File: config.mk
export PLATFORM = sky130hd
export DESIGN_NAME = psram_pwr_seq
export DESIGN_NICKNAME = d
export VERILOG_FILES = /design/src/rtl/psram_pwr_seq.sv
export SDC_FILE = /design/constraint.sdc
export NUM_CORES = 1
export LEC_CHECK = 0
export BUFFER_PORTS_ARGS = -buffer_cell sky130_fd_sc_hd__buf_2
export CORE_ASPECT_RATIO = 0.7
export CORE_UTILIZATION = 30
export DETAILED_ROUTE_END_ITERATION = 7
export PLACE_DENSITY_LB_ADDON = 0.3
export REMOVE_ABC_BUFFERS = 1
export SLEW_MARGIN = 20
export SYNTH_ARGS = -nofsm -noshare
export SYNTH_HDL_FRONTEND = slang
export SYNTH_SLANG_ARGS = --single-unit
export TNS_END_PERCENT = 30
File: constraint.sdc
create_clock -name clk -period 2.3 [get_ports clk]
set_input_delay 0.69 -clock clk [delete_from_list [all_inputs] [get_ports clk]]
set_output_delay 0.69 -clock clk [all_outputs]
set_load 0.05 [all_outputs]
File: src/rtl/psram_pwr_seq.sv
module psram_pwr_seq #(
  parameter int unsigned C2_LOW_CYC   = 10000,
  parameter int unsigned C1_HIGH_CYC  = 70000,
  parameter int unsigned PD_SETUP_CYC = 2,
  parameter int unsigned PD_HOLD_CYC  = 14
) (
  input  logic clk,
  input  logic rst_n,
  input  logic supply_ok,
  input  logic pd_req,
  input  logic wake_req,
  input  logic acc_busy,
  output logic ce2,
  output logic ce1_force,
  output logic acc_grant,
  output logic dq_hiz
);

  localparam int unsigned MAX_A  = (C2_LOW_CYC > C1_HIGH_CYC) ? C2_LOW_CYC : C1_HIGH_CYC;
  localparam int unsigned MAX_B  = (PD_SETUP_CYC > PD_HOLD_CYC) ? PD_SETUP_CYC : PD_HOLD_CYC;
  localparam int unsigned MAX_C  = (MAX_A > MAX_B) ? MAX_A : MAX_B;
  localparam int unsigned CW     = $clog2(MAX_C + 1);
  localparam logic [CW-1:0] LIM_C2L = CW'(C2_LOW_CYC - 1);
  localparam logic [CW-1:0] LIM_C1H = CW'(C1_HIGH_CYC - 1);
  localparam logic [CW-1:0] LIM_PDS = CW'(PD_SETUP_CYC - 1);
  localparam logic [CW-1:0] LIM_PDH = CW'(PD_HOLD_CYC - 1);

  typedef enum logic [2:0] {
    WAIT_SUPPLY, C2_LOW_HOLD, C1_HIGH_HOLD, READY, PD_ENTRY, PD_ACTIVE, PD_EXIT
  } pstate_t;

  pstate_t       st, st_nx;
  logic [CW-1:0] cnt, lim;
  logic          pd_pend, wk_pend;
  logic          done, go_pd, go_wk;

  always_comb begin
    case (st)
      C2_LOW_HOLD:            lim = LIM_C2L;
      C1_HIGH_HOLD, PD_EXIT:  lim = LIM_C1H;
      PD_ENTRY:               lim = LIM_PDS;
      PD_ACTIVE:              lim = LIM_PDH;
      default:                lim = '0;
    endcase
  end

  assign done  = (cnt == lim);
  assign go_pd = (st == READY) && (pd_pend || pd_req) && !acc_busy;
  assign go_wk = (st == PD_ACTIVE) && done && (wk_pend || wake_req);

  always_comb begin
    st_nx = st;
    case (st)
      WAIT_SUPPLY:  st_nx = C2_LOW_HOLD;
      C2_LOW_HOLD:  if (done)  st_nx = C1_HIGH_HOLD;
      C1_HIGH_HOLD: if (done)  st_nx = READY;
      READY:        if (go_pd) st_nx = PD_ENTRY;
      PD_ENTRY:     if (done)  st_nx = PD_ACTIVE;
      PD_ACTIVE:    if (go_wk) st_nx = PD_EXIT;
      PD_EXIT:      if (done)  st_nx = READY;
      default:      st_nx = WAIT_SUPPLY;
    endcase
    if (!supply_ok) st_nx = WAIT_SUPPLY;
  end

  always_ff @(posedge clk or negedge rst_n) begin
    if (!rst_n) begin
      st      <= WAIT_SUPPLY;
      cnt     <= '0;
      pd_pend <= 1'b0;
      wk_pend <= 1'b0;
    end else begin
      st      <= st_nx;
      cnt     <= (st_nx != st) ? '0 : (done ? cnt : cnt + 1'b1);
      pd_pend <= supply_ok && (st == READY) && (pd_pend || pd_req) && !go_pd;
      wk_pend <= supply_ok && (st == PD_ACTIVE) && (wk_pend || wake_req) && !go_wk;
    end
  end

  assign ce2       = (st == C1_HIGH_HOLD) || (st == READY) || (st == PD_ENTRY) || (st == PD_EXIT);
  assign acc_grant = (st == READY);
  assign ce1_force = !acc_grant;
  assign dq_hiz    = !acc_grant;

endmodule

Word-level counts from Yosys, hierarchy flattened
Cells that the tools add are included.

word-level totals
  register bits = 22
  output and inout bits = 4
  logic and storage cells = 45

operators by class
  add/subtract/negate cells = 1
  equal/unequal tests = 9
  multiplexer cells = 10
  reductions and logical operators = 21

operators by type and width
  cell                     number
  $pmux W17 S4             1
  $mux W17                 2
  $mux W3                  6
  $pmux W3 S6              1
  $add A17 B1 Y17 const B  1
  $eq A17 B17 Y1           1
  $logic_and A1 B1 Y1      10
  $eq A3 B3 Y1 const B     3
  $eq A3 B2 Y1 const B     2
  $logic_or A1 B1 Y1       5
  $logic_not A1 Y1         4
  $eq A3 B1 Y1 const B     1
  $logic_not A3 Y1         1
  $ne A3 B3 Y1             1
  $ne A2 B1 Y1 const B     1
  $reduce_or A2 Y1         1

Depth between registers and ports, before layout
Gate-level depths: netlist of the first run.

  depth after elaboration = 11
  gate-level depth with buffers = 9
  gate-level depth less buffers = 7

Worst setup path before layout of the first run
Ideal clock, no wire load.

  path type = flip-flop to output port
  start = reg st[1]
  end = out dq_hiz
  arrival time = 2.713 ns
  data required time = 1.610 ns
  slack = -1.103 ns
  cell stages (with the launch flop) = 6
  buffers on the path = 2
  cells stage by stage = dfrtp_1 buf_6 inv_1 nor3_1 inv_1 buf_4

between the ends
  word-level cells in the longest chain between the ends = 2

ends and longest elaborated chain
  element                   RTL line  text
  start: declaration        32        pstate_t st, st_nx;
  start signal: assignment  73        st <= st_nx;
  $eq A3 B2 Y1              81        assign acc_grant = (st == READY);
  via acc_grant             15        output logic acc_grant,
  $logic_not A1 Y1          n/a
  end: declaration          16        output logic dq_hiz

The timed path passes the listed nets, and every way through them passes these cells.

Worst setup path after layout of the first run
  start = reg st[1]
  end = out acc_grant

between the ends
  word-level cells in the longest chain between the ends = 1

ends and longest elaborated chain
  element           RTL line
  $eq A3 B2 Y1      81
  end: declaration  15

Every way passes these cells.

==> results of run 1 <==
[what timing repair did]
action | in CTS | in global routing
endpoints found under the setup margin | 3 | 22
resized for setup | 0 | 6
setup buffers | 0 | 1
[final cells by class]
class / count / area (um^2) / share of cell area, %
well taps: 55 / 68.8 / 4.10
flip-flops and latches: 22 / 552 / 32.9
inverters: 7 / 26.3 / 1.56
repair buffers: 24 / 161 / 9.61
multi-input cells: 121 / 830 / 49.4
clock buffers: 3 / 41.3 / 2.46
[cell usage in the layout (no fill, tap or decap), types with 2 or more instances in the layout]
| master | count |
|---|---|
| o22ai_1 | 2 |
| and2_1 | 3 |
| mux2i_1 | 2 |
| inv_1 | 7 |
| dfrtp_1 | 21 |
| a21oi_1 | 4 |
| nand4_1 | 6 |
| or3_1 | 3 |
| and4_1 | 2 |
| and3_1 | 3 |
| nor4_1 | 2 |
| clkbuf_8 | 3 |
| xnor2_1 | 4 |
| o31ai_1 | 3 |
| nand3_1 | 4 |
| o21ai_0 | 6 |
| nor3_1 | 4 |
| buf_2 | 9 |
| nor2_2 | 11 |
| xor2_1 | 11 |
| nand2_1 | 10 |
| buf_4 | 14 |
| nor2_1 | 18 |
| nor3_2 | 2 |
| o211a_1 | 2 |
[metal layers]
| layer | GRT usage [%] | vias to the layer above |
|---|---|---|
| li1 | - | 597 |
| met1 | 22.2 | 575 |
| met2 | 19.9 | 28 |
| met5 | 0 | - |
| met4 | 3.63 | 0 |
| met3 | 4.14 | 4 |
[stage by stage]
step	std cells	cell area, um^2
2_1_floorplan	150	1390
3_3_place_gp	228	1600
3_5_place_dp	228	1600
4_1_cts	231	1650
5_1_grt	232	1680
6_report	232	1680
[sequential cells by signal (all words and copies together), names as in the netlist]
signal,count
wk_pend,1
pd_pend,1
cnt,17
st,3
[how the worst min path moves through the flow]
stage,startpoint,to,slack [ns]
after floorplan,rst_n,cnt[0],0.39
after global placement,cnt[11],cnt[11],0.55
after detailed placement,cnt[11],cnt[11],0.55
after CTS,rst_n,cnt[15],0.41
after global routing,rst_n,cnt[3],0.42
final,rst_n,wk_pend,0.39
[power groups by stage]
stage	Clock [mW]	Combinational, mW	Sequential (mW)
after floorplan	0	0.216	0.462
after global placement	0	0.351	0.465
after detailed placement	0	0.349	0.464
after CTS	0.253	0.353	0.457
after global routing	0.273	0.418	0.466
final	0.241	0.376	0.460
[cell families after synthesis]
logic type      Yosys count  synth area share (%)
xor+xnor                 15                  9.08
fa+ha+maj                 1                 0.865
simple gates             74                  28.3
compound gates           29                  16.3
buf+inv                  14                  6.05
mux                       2                  1.38
flops                    22                  38.1
==> results.tsv, run 1 <==
metric	value	unit
status	finished, final reports clean	
synth-edff-count	0	
powerDensity	642	nW/um^2
fillers	431	
ys.warnings.count	0	
routed_via_density	5.19	
synthTopCellsByCount	dfrtp_1, nor2_1, nor2_2, xor2_1, nand2_1	
rsz0062_at_grt	true	
grt_overflow_total	0	
place.gp.congestion	0.834	
cp.arrival	1.51	ns
dieHeight	60.1	um
critPathSlowestCell	dfrtp_2	
antenna_found_initial	0	
synthArstFlopShare	100	%
drtIter0Drc	116	
worstPathRequired	1.61	ns
comb_power_share	34.9	%
power.leakage	0.730	nW
yosys_register_bits	22	
ys_top_cells_by_area	dfrtp_1, xor2_1, nor2_2, nor2_1, nand2_1	
route.met3.wl	158	um
cpPeakStageDelay	0.43	ns
nets	186	
place.detailed.hpwl	2410	um
dpl_worst_slack	0.123	ns
holdCritPathClass	in -> async	
swShare	36.0	%
htreeDepth	1	
p_int	0.689	mW
cts_hold_buf	0	
syn_avg_cell_area	9.21	um^2
insertion_delay	0.26	ns
drt-pass1-iter-count	4	
grt_pass1_wl	5710	um
rr_endpoint	cnt[6]	
setup_viol	0	
final_util	37.5	%
syn_area	1450	um^2
maxUsedRoutingLayer	met4	
num_rows	20	
wl_met1	1800	um
clkPwrFrac	22.4	%
portBuffers	9	
crit_fanout	8	
period_share	95.5	%
n_antenna_cell	0	
setup_slack	0.104	ns
synthCells	157	
die_area	5110	um^2
crit_family	buffers and inverters	
seqPwrFrac	42.7	%
clockBufferDepth	2	
slew_headroom	65.4	%
drv_cap	0	
worstSetupStartpoint	st[1]	
cp_num_buf_inv	4	
num_vias	1204	
die_x	85.0	um
drc	0	
grt_pass1_vias	1117	
clkSinkCount	22	
dr_wl_met2	1240	um
crit_cells	5	
ios	10	
ys_seq_area_share	38.1	%
coreArea	4480	um^2
hold_violations	0	
worst_pin_slew	0.519	ns
wl	3230	um
wl_per_cell	13.9	um
netlist.top_cell.by_area	dfrtp_1	
crit_chain	buf_6 > inv_1 > buf_4 > nor3_2 > buf_2	
cts_buffers	3	
reg2regPathDepth	7	
synth.most_common_cell	dfrtp_1	
irDropWorstVdd	0.000256	V
finClkSkew	0.00318	ns
clockRootBuffer	clkbuf_8	
crit_path_end	acc_grant	
setup_tns	0	ns
finalCriticalPeriod	2.20	ns
hold_slack	0.392	ns
cp-end-kind	primary output	
crit_type	reg -> out	
power	1.08	mW
grt_start_max_net_pins	23	
fmax	455	MHz
rrSetupSlack	0.13	ns
synth_flop_cell	dfrtp_1	
start_util	32.3	%
drive_gt1_share	28.2	%
drv_slew	0	
tritoncts	built	
synth.distinct_cells	44	
grt_usage	14.6	%
area_delta_synth_final	16.1	%
start_kind	register	
antenna_left	0	
netSwitchingPower	0.388	mW
synth_top_area_share	38.1	%
worstReg2RegStart	st[1]	
clk_pin_slew	0.08	ns
Note: power is estimated with default switching activity, not from simulation.
==> inputs of run 2 (changes only) <==
Settings changed: CORE_MARGIN set to 3, RECOVER_POWER set to 100.
==> run 2 against run 1 <==
Effect of this change: worst setup slack better by 0.0027 ns; hold slack improved by 0.18 ns; combinational power decreased by 9.6%; utilization decreased by 1.1 points; global-route usage shrank 3.0 points; via count decreased by 6.6%; fmax up 0.12%; critical path depth stayed put; non-clock buffer count decreased by 3; wire length is 6.6% lower; first-iteration DRC count decreased by 20%; cell count shrank 0.86%; critical endpoint is now ce1_force; largest cell class unchanged; highest routed layer unchanged.
==> results.tsv, run 2 (same netlist as run 1, synthesis figures left out) <==
metric	value	unit	change
start_kind	register		
crit_fanout	8		unchanged
start_util	32.3	%	unchanged
tritoncts	built		
rrSetupSlack	0.19	ns	+0.06 ns
crit_type	reg -> out		
whs_endpoint	cnt[11]		
num_rows	20		unchanged
worst_pin_slew	1.14	ns	+0.623 ns
place_area	1600	um^2	-0.16%
coreArea	4480	um^2	unchanged
slew_headroom	23.9	%	-42 points
wl_per_cell	13.1	um	-5.8%
ios	10		unchanged
cp.arrival	1.50	ns	about the same
drc	0		unchanged
rsz0062_at_grt	false		
portBuffers	9		unchanged
reg.largest.list	cnt x17, st x3		
drtIter0Drc	93		-20%
layoutNonFillerInstCount	230		-0.86%
status	finished, final reports clean		
place.detailed.hpwl	2340	um	-2.8%
antenna_found_initial	0		unchanged
clkSinkCount	22		unchanged
cp-end-kind	primary output		
setup_slack	0.107	ns	+0.00273 ns
hold_slack	0.571	ns	+0.179 ns
final_cell_mix	nor2_1, dfrtp_1, xor2_1		
insertion_delay	0.26	ns	about the same
grt_start_max_net_pins	23		unchanged
min_from	cnt[11]		
drv_slew	0		unchanged
die_area	5700	um^2	+12%
die_x	89.0	um	+4.7%
worstPathRequired	1.61	ns	about the same
drt-pass1-iter-count	4		unchanged
power.leakage	0.710	nW	-2.7%
drive_gt1_share	21.7	%	-6.5 points
final_cell_area	1630	um^2	-3.0%
rr_endpoint	cnt[3]		
cts_hold_buf	0		unchanged
irDropWorstVdd	0.000353	V	+38%
grt_overflow_total	0		unchanged
n_antenna_cell	0		unchanged
grt_pass1_wl	5150	um	-9.9%
nets	183		-1.6%
antenna_left	0		unchanged
routed_via_density	4.89		-5.7%
place.gp.congestion	0.813		-2.6%
period_share	95.3	%	-0.12 points
finClkSkew	0.00318	ns	-0.00000325 ns
dieHeight	64.1	um	+6.7%
cts_buffers	3		unchanged
wl	3020	um	-6.6%
powerDensity	665	nW/um^2	+3.7%
cpMostUsedCell	inv_1		
num_vias	1125		-6.6%
dpl.cell_count	226		-0.88%
setup_tns	0	ns	unchanged
largest_reg_flops	17		unchanged
hold_violations	0		unchanged
setup_viol	0		unchanged
dpl_worst_slack	0.119	ns	-0.00399 ns
clockRootBuffer	clkbuf_8		
finalCriticalPeriod	2.19	ns	-0.00273 ns
regMostFlops	cnt		
area_delta_synth_final	12.6	%	
clk_pin_slew	0.08	ns	about the same
grt_usage	11.6	%	-3.0 points
final_common_cell	nor2_1		
drv_cap	0		unchanged
holdPathStages	2		
cpPeakStageDelay	0.45	ns	+0.02 ns
holdCritPathClass	reg -> reg		
crit_chain	buf_4 > inv_1 > nor3_2 > inv_1 > buf_2		
fmax	456	MHz	+0.12%
fillers	463		+7.4%
htreeDepth	1		unchanged
clockBufferDepth	2		unchanged
grt_pass1_vias	1021		-8.6%
reg2regPathDepth	7		unchanged
worstReg2RegStart	st[1]		
cts_setup_buffers	0		unchanged
critPathSlowestCell	dfrtp_2		
==> run 2: per-stage QoR <==
stage / utilization [%] / total power, mW
2_1_floorplan: - / 0.678
3_3_place_gp: 35.8 / 0.834
3_5_place_dp: 35.8 / 0.834
4_1_cts: 37.0 / 1.12
5_1_grt: 36.4 / 1.15
6_report: 36.4 / 1.08
==> run 2: where the power goes <==
part           switching, mW  internal (mW)  total (mW)  leakage (nW)
registers             0.0530          0.412       0.465         0.300
clock network          0.126          0.153       0.279        0.0288
logic                  0.196          0.145       0.340         0.382
total                  0.375          0.709        1.08         0.710
==> run 2: worst max-delay path by stage <==
stage / from / end / slack, ns
2_1_floorplan: st[1] / st[2] / -1.15
3_3_place_gp: st[0] / cnt[6] / 0.09
3_5_place_dp: st[0] / cnt[8] / 0.12
4_1_cts: st[0] / acc_grant / -0.003
5_1_grt: st[0] / dq_hiz / 0.004
6_report: st[1] / ce1_force / 0.11
==> run 2: layout make-up <==
cell class,instances,area [um^2],area share [%]
inverters,7,26.3,1.61
repair buffers,21,135,8.29
flip-flops and latches,22,553,33.9
well taps,55,68.8,4.22
clock buffers,4,55.1,3.38
multi-input cells,121,791,48.5
==> run 2: critical path: cells and delay by family (launching register included) <==
family / cells / cell delay (ns)
flip-flops: 1 / 0.45
AND/OR/NAND/NOR: 1 / 0.08
buffers and inverters: 4 / 0.70
==> run 2: what timing repair did <==
item | 4_1_cts | 5_1_grt
setup endpoints to repair | 1 | 21
gates resized for setup | 0 | 3
cloned | 0 | 0
pin swaps | 0 | 0
==> run 2: layer usage <==
layer	vias to the layer above	wire length (um)	global-route usage, %	share of wire (%)
li1	594	-	-	-
met1	508	1730	20.1	57
met3	2	136	3.48	4.5
met2	21	1140	13.9	38
met5	-	0	0	0
met4	0	10	1.12	0.33
